===== config.mk =====
export PLATFORM = sky130hd
export DESIGN_NAME = xbus_arbiter
export DESIGN_NICKNAME = d
export VERILOG_FILES = /design/src/rtl/xbus_pkg.sv /design/src/rtl/xbus_sync.sv /design/src/rtl/xbus_timer.sv /design/src/rtl/xbus_fsm.sv /design/src/rtl/xbus_arbiter.sv
export SDC_FILE = /design/constraint.sdc
export NUM_CORES = 1
export LEC_CHECK = 0
export BUFFER_PORTS_ARGS = -buffer_cell sky130_fd_sc_hd__clkbuf_2
export CAP_MARGIN = 10
export CORE_AREA = 2 2 39 41
export DETAILED_ROUTE_END_ITERATION = 8
export DIE_AREA = 0 0 41 43
export PLACE_DENSITY = 0.58
export SETUP_SLACK_MARGIN = 0.3
export SYNTH_ARGS = -nofsm -noshare
export SYNTH_HDL_FRONTEND = slang
export SYNTH_SLANG_ARGS = --single-unit

===== constraint.sdc =====
create_clock -name clk -period 4.7 [get_ports clk]
set_input_delay 0.94 -clock clk [delete_from_list [all_inputs] [get_ports clk]]
set_output_delay 0.94 -clock clk [all_outputs]
set_load 0.005 [all_outputs]

===== src/rtl/xbus_pkg.sv =====
`timescale 1ns/1ps
package xbus_pkg;

    typedef enum logic [2:0] {
        LOCAL_IDLE     = 3'd0,
        LOCAL_OWN      = 3'd1,
        GRANTED_WINDOW = 3'd2,
        EXT_OWN        = 3'd3,
        EXT_RELEASE    = 3'd4,
        LOCKOUT        = 3'd5
    } arb_state_e;

endpackage


===== src/rtl/xbus_sync.sv =====
`timescale 1ns/1ps
// Optional flop chain on the external inputs; zero stages is a pass-through.
module xbus_sync #(
    parameter int STAGES = 0,
    parameter int WIDTH  = 2
) (
    input  logic             clk,
    input  logic             rst_n,
    input  logic [WIDTH-1:0] d,
    output logic [WIDTH-1:0] q
);

    generate
        if (STAGES == 0) begin : g_bypass
            assign q = d;
        end else begin : g_chain
            logic [WIDTH-1:0] pipe [STAGES];
            always_ff @(posedge clk or negedge rst_n) begin
                if (!rst_n) begin
                    for (int i = 0; i < STAGES; i++) pipe[i] <= '0;
                end else begin
                    pipe[0] <= d;
                    for (int i = 1; i < STAGES; i++) pipe[i] <= pipe[i-1];
                end
            end
            assign q = pipe[STAGES-1];
        end
    endgenerate

endmodule


===== src/rtl/xbus_timer.sv =====
`timescale 1ns/1ps
// Counts cycles spent in the current state; cleared on every state change.
module xbus_timer #(
    parameter int CW = 2
) (
    input  logic          clk,
    input  logic          rst_n,
    input  logic          clr,
    output logic [CW-1:0] cnt
);

    always_ff @(posedge clk or negedge rst_n) begin
        if (!rst_n)
            cnt <= '0;
        else if (clr)
            cnt <= '0;
        else if (cnt != {CW{1'b1}})
            cnt <= cnt + 1'b1;
    end

endmodule


===== src/rtl/xbus_fsm.sv =====
`timescale 1ns/1ps
module xbus_fsm
    import xbus_pkg::*;
#(
    parameter int WIN_CYC  = 2,
    parameter int LOCK_CYC = 3,
    parameter int REL_IDLE = 2,
    parameter int CW       = 2
) (
    input  logic          clk,
    input  logic          rst_n,
    input  logic          br,
    input  logic          bb,
    input  logic          loc_req,
    input  logic          loc_done,
    input  logic [CW-1:0] cnt,
    output logic          state_chg,
    output logic          grant,
    output logic          start,
    output logic          loc_busy,
    output logic          ctrl_oe
);

    localparam logic [CW-1:0] WIN_LAST  = CW'(WIN_CYC - 1);
    localparam logic [CW-1:0] LOCK_LAST = CW'(LOCK_CYC - 1);
    localparam logic [CW-1:0] REL_LAST  = CW'(REL_IDLE - 2);

    arb_state_e state_q, state_d;
    logic       start_ok;

    assign start_ok  = loc_req && !br && !bb;
    assign state_chg = (state_d != state_q);

    always_ff @(posedge clk or negedge rst_n) begin
        if (!rst_n) state_q <= LOCAL_IDLE;
        else        state_q <= state_d;
    end

    always_comb begin
        state_d = state_q;
        unique case (state_q)
            LOCAL_IDLE: begin
                if (br)            state_d = GRANTED_WINDOW;
                else if (start_ok) state_d = LOCAL_OWN;
            end
            LOCAL_OWN: begin
                if (loc_done)      state_d = LOCAL_IDLE;
            end
            GRANTED_WINDOW: begin
                if (bb)                   state_d = EXT_OWN;
                else if (cnt == WIN_LAST) state_d = LOCKOUT;
            end
            LOCKOUT: begin
                if (bb)                    state_d = EXT_OWN;
                else if (cnt == LOCK_LAST) state_d = LOCAL_IDLE;
            end
            EXT_OWN: begin
                if (!bb)           state_d = EXT_RELEASE;
            end
            EXT_RELEASE: begin
                if (bb)                   state_d = EXT_OWN;
                else if (cnt == REL_LAST) state_d = LOCAL_IDLE;
            end
            default:               state_d = LOCAL_IDLE;
        endcase
    end

    always_comb begin
        grant    = 1'b0;
        start    = 1'b0;
        loc_busy = 1'b0;
        ctrl_oe  = 1'b0;
        unique case (state_q)
            LOCAL_IDLE: begin
                ctrl_oe = 1'b1;
                start   = start_ok;
            end
            LOCAL_OWN: begin
                ctrl_oe  = 1'b1;
                loc_busy = 1'b1;
            end
            GRANTED_WINDOW: grant = 1'b1;
            LOCKOUT, EXT_OWN, EXT_RELEASE: ;
            default: ;
        endcase
    end

endmodule


===== src/rtl/xbus_arbiter.sv =====
`timescale 1ns/1ps
module xbus_arbiter #(
    parameter int SYNC_STAGES = 0,
    parameter int WIN_CYC     = 2,
    parameter int LOCK_CYC    = 3,
    parameter int REL_IDLE    = 2
) (
    input  logic clk,
    input  logic rst_n,
    input  logic ext_req_i,
    input  logic ext_busy_i,
    input  logic loc_req_i,
    input  logic loc_done_i,
    output logic grant_o,
    output logic loc_start_o,
    output logic loc_busy_o,
    output logic ctrl_oe_o
);

    localparam int MAX_CNT = (WIN_CYC > LOCK_CYC) ?
                             ((WIN_CYC > REL_IDLE) ? WIN_CYC : REL_IDLE) :
                             ((LOCK_CYC > REL_IDLE) ? LOCK_CYC : REL_IDLE);
    localparam int CW = $clog2(MAX_CNT + 1);

    logic [1:0]    raw_in, sync_in;
    logic          br_s, bb_s;
    logic          state_chg;
    logic [CW-1:0] cnt;

    assign raw_in = {ext_req_i, ext_busy_i};
    assign br_s   = sync_in[1];
    assign bb_s   = sync_in[0];

    xbus_sync #(.STAGES(SYNC_STAGES), .WIDTH(2)) u_sync (
        .clk   (clk),
        .rst_n (rst_n),
        .d     (raw_in),
        .q     (sync_in)
    );

    xbus_timer #(.CW(CW)) u_timer (
        .clk   (clk),
        .rst_n (rst_n),
        .clr   (state_chg),
        .cnt   (cnt)
    );

    xbus_fsm #(
        .WIN_CYC  (WIN_CYC),
        .LOCK_CYC (LOCK_CYC),
        .REL_IDLE (REL_IDLE),
        .CW       (CW)
    ) u_fsm (
        .clk       (clk),
        .rst_n     (rst_n),
        .br        (br_s),
        .bb        (bb_s),
        .loc_req   (loc_req_i),
        .loc_done  (loc_done_i),
        .cnt       (cnt),
        .state_chg (state_chg),
        .grant     (grant_o),
        .start     (loc_start_o),
        .loc_busy  (loc_busy_o),
        .ctrl_oe   (ctrl_oe_o)
    );

endmodule


==> results of run 1 <==
-- layout by cell type, fill, tap and decap left out --
cell / instances
clkbuf_2: 9
mux2i_1: 2
nor3_1: 3
dfrtp_1: 5
ha_1: 4
nor3_2: 2
inv_1: 7
a211oi_1: 1
o21a_1: 1
and2_1: 1
nor2_1: 2
o221ai_1: 1
a2111oi_4: 1
clkbuf_1: 1
o21ai_0: 5
and2_4: 1
nor2b_1: 2
o21ba_2: 1
clkbuf_4: 3
o22ai_2: 1
or2_2: 1
or4b_1: 1
nand2_1: 4
xor2_1: 1
a31oi_1: 1
a32oi_1: 2
o2bb2ai_1: 1
a21oi_1: 5
-- sequential cells by signal, summed over array words and instances, names as in the netlist --
name,flops
u_fsm.state_q,3
u_timer.cnt,2
-- critical path, delay by kind of cell --
kind,cells,cell delay [ps]
simple gates,2,720
buf+inv,2,320
-- where the power goes --
| part | leakage (nW) | switching, W | internal (W) |
|---|---|---|---|
| logic | 0.182 | 0.000103 | 0.0000966 |
| clock network | 0.0150 | 0.0000161 | 0.0000320 |
| registers | 0.0631 | 0.0000504 | 0.0000621 |
-- per-stage QoR --
stage / instance area (um2) / utilization, %
5_1_grt: 579 / 41.9
6_report: 579 / 41.9
2_1_floorplan: 514 / -
3_3_place_gp: 553 / 40.0
4_1_cts: 579 / 41.9
3_5_place_dp: 553 / 40.0
-- logic make-up after synthesis --
group / Yosys count / share of synthesized area [%]
fa+ha+maj: 4 / 9.73
xor+xnor: 1 / 1.70
compound gates: 20 / 30.4
buf+inv: 11 / 10.2
simple gates: 17 / 19.7
flops: 5 / 24.3
mux: 2 / 3.89
-- routing by layer --
metal | vias to the layer above | global-route usage (%) | wire, um
met5 | - | 0 | 0
met4 | 0 | 6.00 | 0
met3 | 0 | 4.71 | 53
met2 | 16 | 20.0 | 448
met1 | 198 | 18.7 | 457
li1 | 230 | - | -
-- worst min path at each step --
stage               depth (start not counted)  slack, ps                to      startpoint
floorplan                                   2        580    u_timer.cnt[1]  u_timer.cnt[1]
global placement                            2        610    u_timer.cnt[1]  u_timer.cnt[1]
detailed placement                          2        640    u_timer.cnt[1]  u_timer.cnt[1]
CTS                                         1        500  u_fsm.state_q[2]           rst_n
global route                                1        510  u_fsm.state_q[2]           rst_n
finish                                      1        510    u_timer.cnt[0]           rst_n
-- final cells by class --
class / instances / area [um2]
multi-input cells: 44 / 337
well taps: 16 / 20.0
repair buffers: 9 / 45.0
clock buffers: 4 / 26.3
inverters: 7 / 26.3
fillers: 142 / 805
flip-flops and latches: 5 / 125
==> insert_results.sql, run 1 <==
INSERT INTO impl_metrics (metric_group, metric, value, unit) VALUES
('timing', 'hold_ws', '506', 'ps'),
('power', 'totalPowerFinal', '0.000360', 'W'),
('critical_path', 'cp_common_cell', 'clkbuf_2', ''),
('yosys', 'ys_async_rst_share', '100', '%'),
('grt', 'grt_first_pass_wirelength', '1710', 'um'),
('floorplanning', 'design.die.area', '0.00176', 'mm2'),
('critical_path', 'r2r_cells', '6', ''),
('placed_design', 'gpl.final_weighted_congestion', '0.731', ''),
('placed_design', 'place.detailed.instances', '81', ''),
('critical_path', 'worstPathArrival', '1980', 'ps'),
('timing', 'max_clock_freq', '0.343', 'GHz'),
('yosys', 'netlist_area', '514', 'um2'),
('clock_tree', 'post_cts_resized', '0', ''),
('placed_design', 'io_buffer_count', '9', ''),
('floorplanning', 'start_util', '37.2', '%'),
('critical_path', 'slowest_delay', '580', 'ps'),
('routing', 'detail_routed_net_length_per_standard_cell', '11.3', 'um'),
('grt', 'largest_net_degree_at_the_start_of_global_routing', '17', ''),
('timing', 'timing.final.crit_share', '62.0', '%'),
('routing', 'ant_nets', '0', ''),
('timing', 'maxSlewHeadroom', '67.0', '%'),
('yosys', 'post_synthesis_net_count', '70', ''),
('critical_path', 'critical_path_class', 'in -> out', ''),
('timing', 'timing.final.setup_violations', '0', ''),
('yosys', 'yosys.cell_count.top_type', 'inv_1', ''),
('floorplanning', 'ios', '10', ''),
('yosys', 'yosys.cell_types.count', '27', ''),
('timing', 'timing.setup.tns', '0', 'ps'),
('critical_path', 'regToRegStartpoint', 'u_timer.cnt[0]', ''),
('grt', 'antenna_violations_before_repair', '0', ''),
('critical_path', 'r2r_end', 'u_timer.cnt[1]', ''),
('critical_path', 'worst_setup_path_startpoint', 'ext_busy_i', ''),
('floorplanning', 'rows', '14', ''),
('placed_design', 'place_hpwl', '707', 'um'),
('power', 'max-vdd-ir-drop', '0.000227', 'V'),
('min_path', 'timing.hold.worst.class', 'in -> async', ''),
('critical_path', 'cp_max_delay_cell', 'or4b_1', ''),
('floorplanning', 'chip_height', '43', 'um'),
('timing', 'worst_pin_slew', '496', 'ps'),
('floorplanning', 'dieWidth', '41', 'um'),
('yosys', 'synth_top_cell_area_share', '24.3', '%'),
('routing', 'drt_iter0_drc', '15', ''),
('timing', 'final_max_slew_violation_count', '0', ''),
('critical_path', 'timing.critical_path.to_type', 'output port', ''),
('grt', 'grt_pass1_vias', '416', ''),
('routing', 'drt-vias-per-instance', '5.22', ''),
('critical_path', 'worst-endpoint-required', '3760', 'ps'),
('yosys', 'synth_top_cell_by_area', 'dfrtp_1', ''),
('clock_tree', 'htree_num_levels', '1', ''),
('layout', 'num-nets-final', '80', ''),
('timing', 'rsz0062_at_grt', 'no', ''),
('yosys', 'post_synth_main_area_contributors', 'dfrtp_1, ha_1, a2111oi_4', ''),
('yosys', 'number_of_synthesized_flops_with_an_enable_pin', '0', ''),
('grt', 'grt.total_usage', '14.0', '%'),
('power', 'power.leakage', '0.260', 'nW'),
('floorplanning', 'core', '0.00138', 'mm2'),
('timing', 'final_worst_setup_slack', '1780', 'ps'),
('layout', 'layout-drive-gt1-share', '27.5', '%'),
('placed_design', 'preCtsSetupSlack', '1780', 'ps'),
('power', 'power_density', '622', 'mW/mm2'),
('yosys', 'synth.cells.most_frequent', 'inv_1, a21oi_1, dfrtp_1, o21ai_0', ''),
('timing', 'fin_crit', '2920', 'ps'),
('critical_path', 'crit_path_max_fanout', '11', ''),
('critical_path', 'cp-endpoint', 'loc_start_o', ''),
('layout', 'final-instance-count-excl-fill', '85', ''),
('clock_tree', 'worstSkewPairLatency', '240', 'ps'),
('clock_tree', 'cts_root_buffer', 'clkbuf_4', ''),
('layout', 'antenna_cells_inserted', '0', ''),
('run_status', 'status', 'finished, final reports clean', ''),
('yosys', 'postSynthAreaPerCell', '8.57', 'um2'),
('routing', 'number_of_search_and_repair_iterations_in_the_first_detailed_routing_pass', '4', '');
Power figures use the tool's default switching activity.
==> inputs of run 2 (changes only) <==
--- a/config.mk
+++ b/config.mk
@@ -5,6 +5,7 @@
 export SDC_FILE = /design/constraint.sdc
 export NUM_CORES = 1
 export LEC_CHECK = 0
+export ABC_AREA = 1
 export BUFFER_PORTS_ARGS = -buffer_cell sky130_fd_sc_hd__clkbuf_2
 export CAP_MARGIN = 10
 export CORE_AREA = 2 2 39 41
==> constraint.sdc (replaced) <==
create_clock -name clk -period 2.56 [get_ports clk]
set_input_delay 0.512 -clock clk [delete_from_list [all_inputs] [get_ports clk]]
set_output_delay 0.512 -clock clk [all_outputs]
set_load 0.005 [all_outputs]
==> insert_results.sql, run 2 <==
INSERT INTO impl_metrics (metric_group, metric, value, unit) VALUES
('grt', 'antenna_violations_before_repair', '0', ''),
('yosys', 'synth-seq-cells', '5', ''),
('critical_path', 'slowest_delay', '540', 'ps'),
('timing', 'fin_crit', '1790', 'ps'),
('floorplanning', 'chip_height', '43', 'um'),
('yosys', 'synth.cells.most_frequent', 'nand2_1, nand3_1, inv_1', ''),
('timing', 'worst_pin_slew', '355', 'ps'),
('grt', 'grt_first_pass_wirelength', '1580', 'um'),
('floorplanning', 'rows', '14', ''),
('grt', 'grt_pass1_vias', '426', ''),
('routing', 'drt-vias-per-instance', '4.89', ''),
('timing', 'maxSlewHeadroom', '76.3', '%'),
('floorplanning', 'ios', '10', ''),
('timing', 'hold_ws', '86.2', 'ps'),
('layout', 'most-common-layout-cells', 'nand2_1, nand3_1, clkbuf_2', ''),
('routing', 'detail_route.drc_violations', '0', ''),
('layout', 'layout-drive-gt1-share', '28.0', '%'),
('power', 'totalPowerFinal', '0.000615', 'W'),
('timing', 'final_max_slew_violation_count', '0', ''),
('clock_tree', 'clock_sink_count', '5', ''),
('critical_path', 'count_of_buffer_and_inverter_cells_on_the_critical_path', '2', ''),
('clock_tree', 'worst_setup_hold_path_clk_slew', '40', 'ps'),
('routing', 'number_of_search_and_repair_iterations_in_the_first_detailed_routing_pass', '4', ''),
('timing', 'fin_worst_skew', '1.10', 'ps'),
('power', 'power_density', '1080', 'mW/mm2'),
('power', 'power.leakage', '0.317', 'nW'),
('clock_tree', 'htree_num_levels', '1', ''),
('critical_path', 'worstPathArrival', '1280', 'ps'),
('yosys', 'synth_flop_cell', 'dfrtp_1', ''),
('timing', 'timing.setup.tns', '0', 'ps'),
('clock_tree', 'worstSkewPairLatency', '230', 'ps'),
('yosys', 'synth_top_cell_area_share', '25.8', '%'),
('layout', 'largest_reg_flops', '3', ''),
('routing', 'drt_wl_total', '943', 'um'),
('yosys', 'post_synth_main_area_contributors', 'dfrtp_1, nand2_1, ha_1', ''),
('layout', 'post_route_standard_cell_area_excluding_fillers', '568', 'um2'),
('floorplanning', 'start_util', '35.0', '%'),
('grt', 'globalRoute.totalOverflow', '0', ''),
('placed_design', 'place_area', '542', 'um2'),
('routing', 'detail_routed_net_length_per_standard_cell', '9.62', 'um'),
('clock_tree', 'cts_root_buffer', 'clkbuf_4', ''),
('critical_path', 'worst_path_cell_trace', 'inv_1 -> nand2_2 -> o21ai_0 -> clkbuf_2', ''),
('floorplanning', 'dieWidth', '41', 'um'),
('placed_design', 'io_buffer_count', '9', ''),
('yosys', 'syn_inst', '70', ''),
('yosys', 'yosys.cell_types.count', '20', ''),
('critical_path', 'timing.critical_path.max_delay_family', 'flip-flops', ''),
('critical_path', 'cp_max_delay_cell', 'dfrtp_1', ''),
('routing', 'ant_nets', '0', ''),
('layout', 'synthesis_to_layout_area_growth', '17.3', '%'),
('timing', 'max_clock_freq', '0.559', 'GHz'),
('yosys', 'yosysSeqAreaShare', '25.8', '%'),
('layout', 'antenna_cells_inserted', '0', ''),
('critical_path', 'critical_path_class', 'reg -> out', ''),
('layout', 'layout.cells.most_common', 'nand2_1', ''),
('yosys', 'ys.warnings.count', '0', ''),
('clock_tree', 'cts_tree', 'done', ''),
('routing', 'routed-via-count', '479', ''),
('timing', 'final-hold-violation-count', '0', ''),
('yosys', 'yosys.cell_count.top_type', 'nand2_1', ''),
('placed_design', 'gpl.final_weighted_congestion', '0.827', ''),
('timing', 'timing.final.setup_violations', '0', ''),
('timing', 'timing.final.crit_share', '69.9', '%'),
('layout', 'reg_top3', 'u_fsm.state_q: 3 flops, u_timer.cnt: 2 flops', ''),
('floorplanning', 'core', '0.00138', 'mm2'),
('yosys', 'netlist_area', '484', 'um2'),
('run', 'max_cap_violations', '0', ''),
('critical_path', 'crit_path_max_fanout', '11', ''),
('timing', 'rsz0062_at_grt', 'no', ''),
('floorplanning', 'design.die.area', '0.00176', 'mm2'),
('critical_path', 'timing.critical_path.to_type', 'output port', ''),
('placed_design', 'preCtsSetupSlack', '959', 'ps'),
('critical_path', 'reg2reg_setup_slack', '1060', 'ps'),
('timing', 'final_worst_setup_slack', '771', 'ps'),
('placed_design', 'place_hpwl', '787', 'um'),
('yosys', 'number_of_synthesized_flops_with_an_enable_pin', '0', ''),
('routing', 'drt_iter0_drc', '15', ''),
('critical_path', 'crit_path_start_kind', 'flop', ''),
('yosys', 'ys_async_rst_share', '100', '%'),
('run_status', 'status', 'finished, final reports clean', ''),
('clock_tree', 'numCtsBuffers', '3', ''),
('yosys', 'post_synthesis_net_count', '80', ''),
('min_path', 'timing.hold.worst.class', 'in -> async', ''),
('clock_tree', 'maximum_clock_path_buffer_count', '2', ''),
('clock_tree', 'ctsHoldBuffers', '0', ''),
('grt', 'largest_net_degree_at_the_start_of_global_routing', '12', ''),
('grt', 'grt.total_usage', '12.7', '%'),
('yosys', 'postSynthAreaPerCell', '6.92', 'um2'),
('layout', 'max_flop_register', 'u_fsm.state_q', ''),
('power', 'max-vdd-ir-drop', '0.000455', 'V'),
('clock_tree', 'post_cts_resized', '0', ''),
('yosys', 'synth_top_cell_by_area', 'dfrtp_1', ''),
('critical_path', 'worst-endpoint-required', '2050', 'ps'),
('layout', 'num-nets-final', '93', ''),
('clock_tree', 'post_cts_buffers', '0', '');
run 2: kinds of logic after synthesis:
group | synth area share (%)
and+or+nand+nor | 43.9
buffers and inverters | 12.9
AOI/OAI and AO/OA | 5.17
DFF | 25.8
adders and majority gates | 10.3
xor gates and xnor gates | 1.81
run 2: path summary, 6_finish.rpt:
kind,start,to,cells after the start
worst max-delay path,u_fsm.state_q[2],ctrl_oe_o,4
worst max register to register,u_fsm.state_q[2],u_timer.cnt[1],8
worst min register to register,u_timer.cnt[0],u_timer.cnt[0],2
max in group asynchronous,rst_n,u_fsm.state_q[1],1
worst min-delay path,rst_n,u_timer.cnt[1],1
min in group clk,ext_req_i,u_fsm.state_q[1],3
run 2: power by group:
part	switching, W	internal [W]	total [W]
clock	0.0000276	0.0000586	0.0000862
combinational	0.000214	0.000141	0.000355
sequential	0.0000594	0.000115	0.000174
run 2: final cells by class:
type / count / area, um2
tap: 16 / 20.0
inverter: 11 / 55.1
clock buffer: 4 / 26.3
timing repair buffer: 9 / 45.0
multi-input combinational: 53 / 297
fill: 146 / 816
sequential: 5 / 125
run 2: routing by layer:
layer	share of wire (%)	wire length, um	GRT usage, %	up-vias
met5	0	0	0	-
met3	5.3	50	0	0
li1	-	-	-	246
met2	50	469	19.7	14
met1	45	422	17.6	219
met4	0	0	6.00	0
run 2: through the flow:
stage               instances  utilization (%)
global placement           94             39.2
floorplan                  70                -
detailed placement         94             39.2
global route               98             41.0
CTS                        98             41.0
finish                     98             41.0
==> inputs of run 3 (changes only) <==
--- a/config.mk
+++ b/config.mk
@@ -5,13 +5,13 @@
 export SDC_FILE = /design/constraint.sdc
 export NUM_CORES = 1
 export LEC_CHECK = 0
-export ABC_AREA = 1
+export ABC_AREA = 0
 export BUFFER_PORTS_ARGS = -buffer_cell sky130_fd_sc_hd__clkbuf_2
 export CAP_MARGIN = 10
 export CORE_AREA = 2 2 39 41
 export DETAILED_ROUTE_END_ITERATION = 8
 export DIE_AREA = 0 0 41 43
-export PLACE_DENSITY = 0.58
+export PLACE_DENSITY = 0.6
 export SETUP_SLACK_MARGIN = 0.3
 export SYNTH_ARGS = -nofsm -noshare
 export SYNTH_HDL_FRONTEND = slang
==> constraint.sdc (replaced) <==
create_clock -name clk -period 1.54 [get_ports clk]
set_input_delay 0.308 -clock clk [delete_from_list [all_inputs] [get_ports clk]]
set_output_delay 0.308 -clock clk [all_outputs]
set_load 0.005 [all_outputs]
==> insert_results.sql, run 3 (synthesis gave the netlist of run 1 again) <==
INSERT INTO impl_metrics (metric_group, metric, value, unit) VALUES
('timing', 'final-hold-violation-count', '0', ''),
('layout', 'num-nets-final', '99', ''),
('layout', 'reg_top3', 'u_fsm.state_q: 3 flops, u_timer.cnt: 2 flops', ''),
('placed_design', 'place.detailed.instances', '86', ''),
('timing', 'timing.setup.tns', '-180', 'ps'),
('timing', 'timing.final.setup_violations', '2', ''),
('timing', 'worst_pin_slew', '320', 'ps'),
('power', 'power.leakage', '0.380', 'nW'),
('routing', 'drt-vias-per-instance', '5.35', ''),
('layout', 'final-instance-count-excl-fill', '104', ''),
('layout', 'max_flop_register', 'u_fsm.state_q', ''),
('placed_design', 'place_hpwl', '881', 'um'),
('routing', 'routed-via-count', '556', ''),
('min_path', 'timing.hold.worst.class', 'in -> async', ''),
('grt', 'grt_first_pass_wirelength', '2260', 'um'),
('routing', 'detail_routed_net_length_per_standard_cell', '13.4', 'um'),
('placed_design', 'gpl.final_weighted_congestion', '0.711', ''),
('clock_tree', 'worstSkewPairLatency', '230', 'ps'),
('timing', 'final_worst_setup_slack', '-159', 'ps'),
('timing', 'maxSlewHeadroom', '78.7', '%'),
('clock_tree', 'clock_sink_count', '5', ''),
('critical_path', 'timing.critical_path.to_type', 'output port', ''),
('placed_design', 'io_buffer_count', '9', ''),
('layout', 'synthesis_to_layout_area_growth', '69.8', '%'),
('layout', 'number_of_fill_cells_in_the_layout', '120', ''),
('grt', 'globalRoute.totalOverflow', '0', ''),
('grt', 'largest_net_degree_at_the_start_of_global_routing', '16', ''),
('layout', 'layout-drive-gt1-share', '64.8', '%'),
('critical_path', 'cp_max_delay_cell', 'or4b_4', ''),
('grt', 'grt_pass1_vias', '547', ''),
('critical_path', 'slowest_delay', '530', 'ps'),
('run_status', 'failed_checks', 'setup timing', ''),
('timing', 'hold_ws', '416', 'ps'),
('layout', 'antenna_cells_inserted', '0', ''),
('routing', 'drt_wl_total', '1400', 'um'),
('floorplanning', 'chip_height', '43', 'um'),
('layout', 'seqCellArea', '126', 'um2'),
('power', 'max-vdd-ir-drop', '0.00118', 'V'),
('grt', 'antenna_violations_before_repair', '0', ''),
('timing', 'fin_crit', '1700', 'ps'),
('floorplanning', 'rows', '14', ''),
('timing', 'timing.final.crit_share', '110', '%'),
('critical_path', 'crit_path_start_kind', 'flop', ''),
('floorplanning', 'dieWidth', '41', 'um'),
('grt', 'grt.total_usage', '17.9', '%'),
('timing', 'final_max_slew_violation_count', '0', ''),
('timing', 'fin_worst_skew', '1.63', 'ps'),
('critical_path', 'worst_path_cell_trace', 'or4b_4 -> nor3_2 -> buf_2', ''),
('critical_path', 'worst-endpoint-required', '1230', 'ps'),
('layout', 'most-common-layout-cells', 'buf_4, clkbuf_2', ''),
('run', 'max_cap_violations', '0', ''),
('floorplanning', 'start_util', '37.2', '%'),
('routing', 'detail_route.drc_violations', '0', ''),
('critical_path', 'crit_path_max_fanout', '2', ''),
('floorplanning', 'design.die.area', '0.00176', 'mm2'),
('critical_path', 'worstPathArrival', '1390', 'ps'),
('clock_tree', 'cts_tree', 'done', ''),
('clock_tree', 'maximum_clock_path_buffer_count', '2', ''),
('power', 'power_density', '2100', 'mW/mm2'),
('layout', 'layout.cells.most_common', 'buf_4', ''),
('layout', 'footprint_of_the_multi_input_gates', '453', 'um2'),
('clock_tree', 'cts_root_buffer', 'clkbuf_4', ''),
('routing', 'number_of_search_and_repair_iterations_in_the_first_detailed_routing_pass', '4', ''),
('routing', 'ant_nets', '0', ''),
('floorplanning', 'ios', '10', ''),
('layout', 'largest_reg_flops', '3', ''),
('routing', 'drt_iter0_drc', '1', ''),
('timing', 'max_clock_freq', '0.589', 'GHz'),
('critical_path', 'critical_path_class', 'reg -> out', ''),
('floorplanning', 'core', '0.00138', 'mm2'),
('clock_tree', 'worst_setup_hold_path_clk_slew', '40', 'ps'),
('clock_tree', 'numCtsBuffers', '3', ''),
('clock_tree', 'htree_num_levels', '1', ''),
('timing', 'rsz0062_at_grt', 'yes', ''),
('run_status', 'status', 'finished, violations left', '');
[run 3: changes by cell type in the layout (fill, tap and decap cells not counted), moves of 4 or more]
cell | previous run | this run
nand2_1 | 16 | 4
nor3_2 | 0 | 4
nor2_1 | 5 | 1
inv_1 | 8 | 2
nand3_1 | 9 | 0
buf_4 | 0 | 15
[run 3: stage by stage]
step / instance area, um2 / total power (W) / setup slack, ps / utilization [%]
2_1_floorplan: 544 / 0.000890 / 176 / -
3_3_place_gp: 621 / 0.00110 / 76.6 / 44.8
3_5_place_dp: 621 / 0.00111 / 60.7 / 44.8
4_1_cts: 776 / 0.00155 / -155 / 56.1
5_1_grt: 873 / 0.00198 / -240 / 63.1
6_report: 873 / 0.00184 / -159 / 63.1
[run 3: final timing paths]
check	start	to	slack, ps	cells past startpoint
max reg2reg	u_fsm.state_q[2]	u_timer.cnt[0]	80	6
max	u_fsm.state_q[2]	loc_start_o	-160	3
min reg2reg	u_fsm.state_q[1]	u_fsm.state_q[1]	750	3
min	rst_n	u_fsm.state_q[1]	420	2
max in group asynchronous	rst_n	u_timer.cnt[0]	980	2
min in group clk	ext_busy_i	u_fsm.state_q[2]	450	3
[run 3: layer usage]
layer	global-route usage (%)	routed length, um	vias up
met5	0	0	-
met4	4.00	32	0
met3	1.57	57	4
met2	30.6	722	13
met1	23.1	583	268
li1	-	-	271
[run 3: cell type report]
cell class	count	area share, %
Multi-Input combinational cell	44	51.9
Timing Repair Buffer	28	25.1
Sequential cell	5	14.5
Inverter	7	3.30
Clock buffer	4	3.01
Tap cell	16	2.29
[run 3: critical path, delay by kind of cell (launching register included)]
family	cells	cell delay [ps]
flops	1	400
simple gates	2	630
buf+inv	1	120
[run 3: repair_timing]
item                       CTS  global route
hold buffers                 1             0
setup endpoints to repair    7             8
cloned                       0             0
gates resized for setup     11            17
hold endpoints to repair     5             0
buffers inserted             6             7
pin swaps                    2             3
[run 3: power breakdown]
group	internal [W]	switching [W]
Combinational	0.000760	0.000674
Clock	0.0000974	0.0000456
Sequential	0.000194	0.0000661
Total	0.00105	0.000785
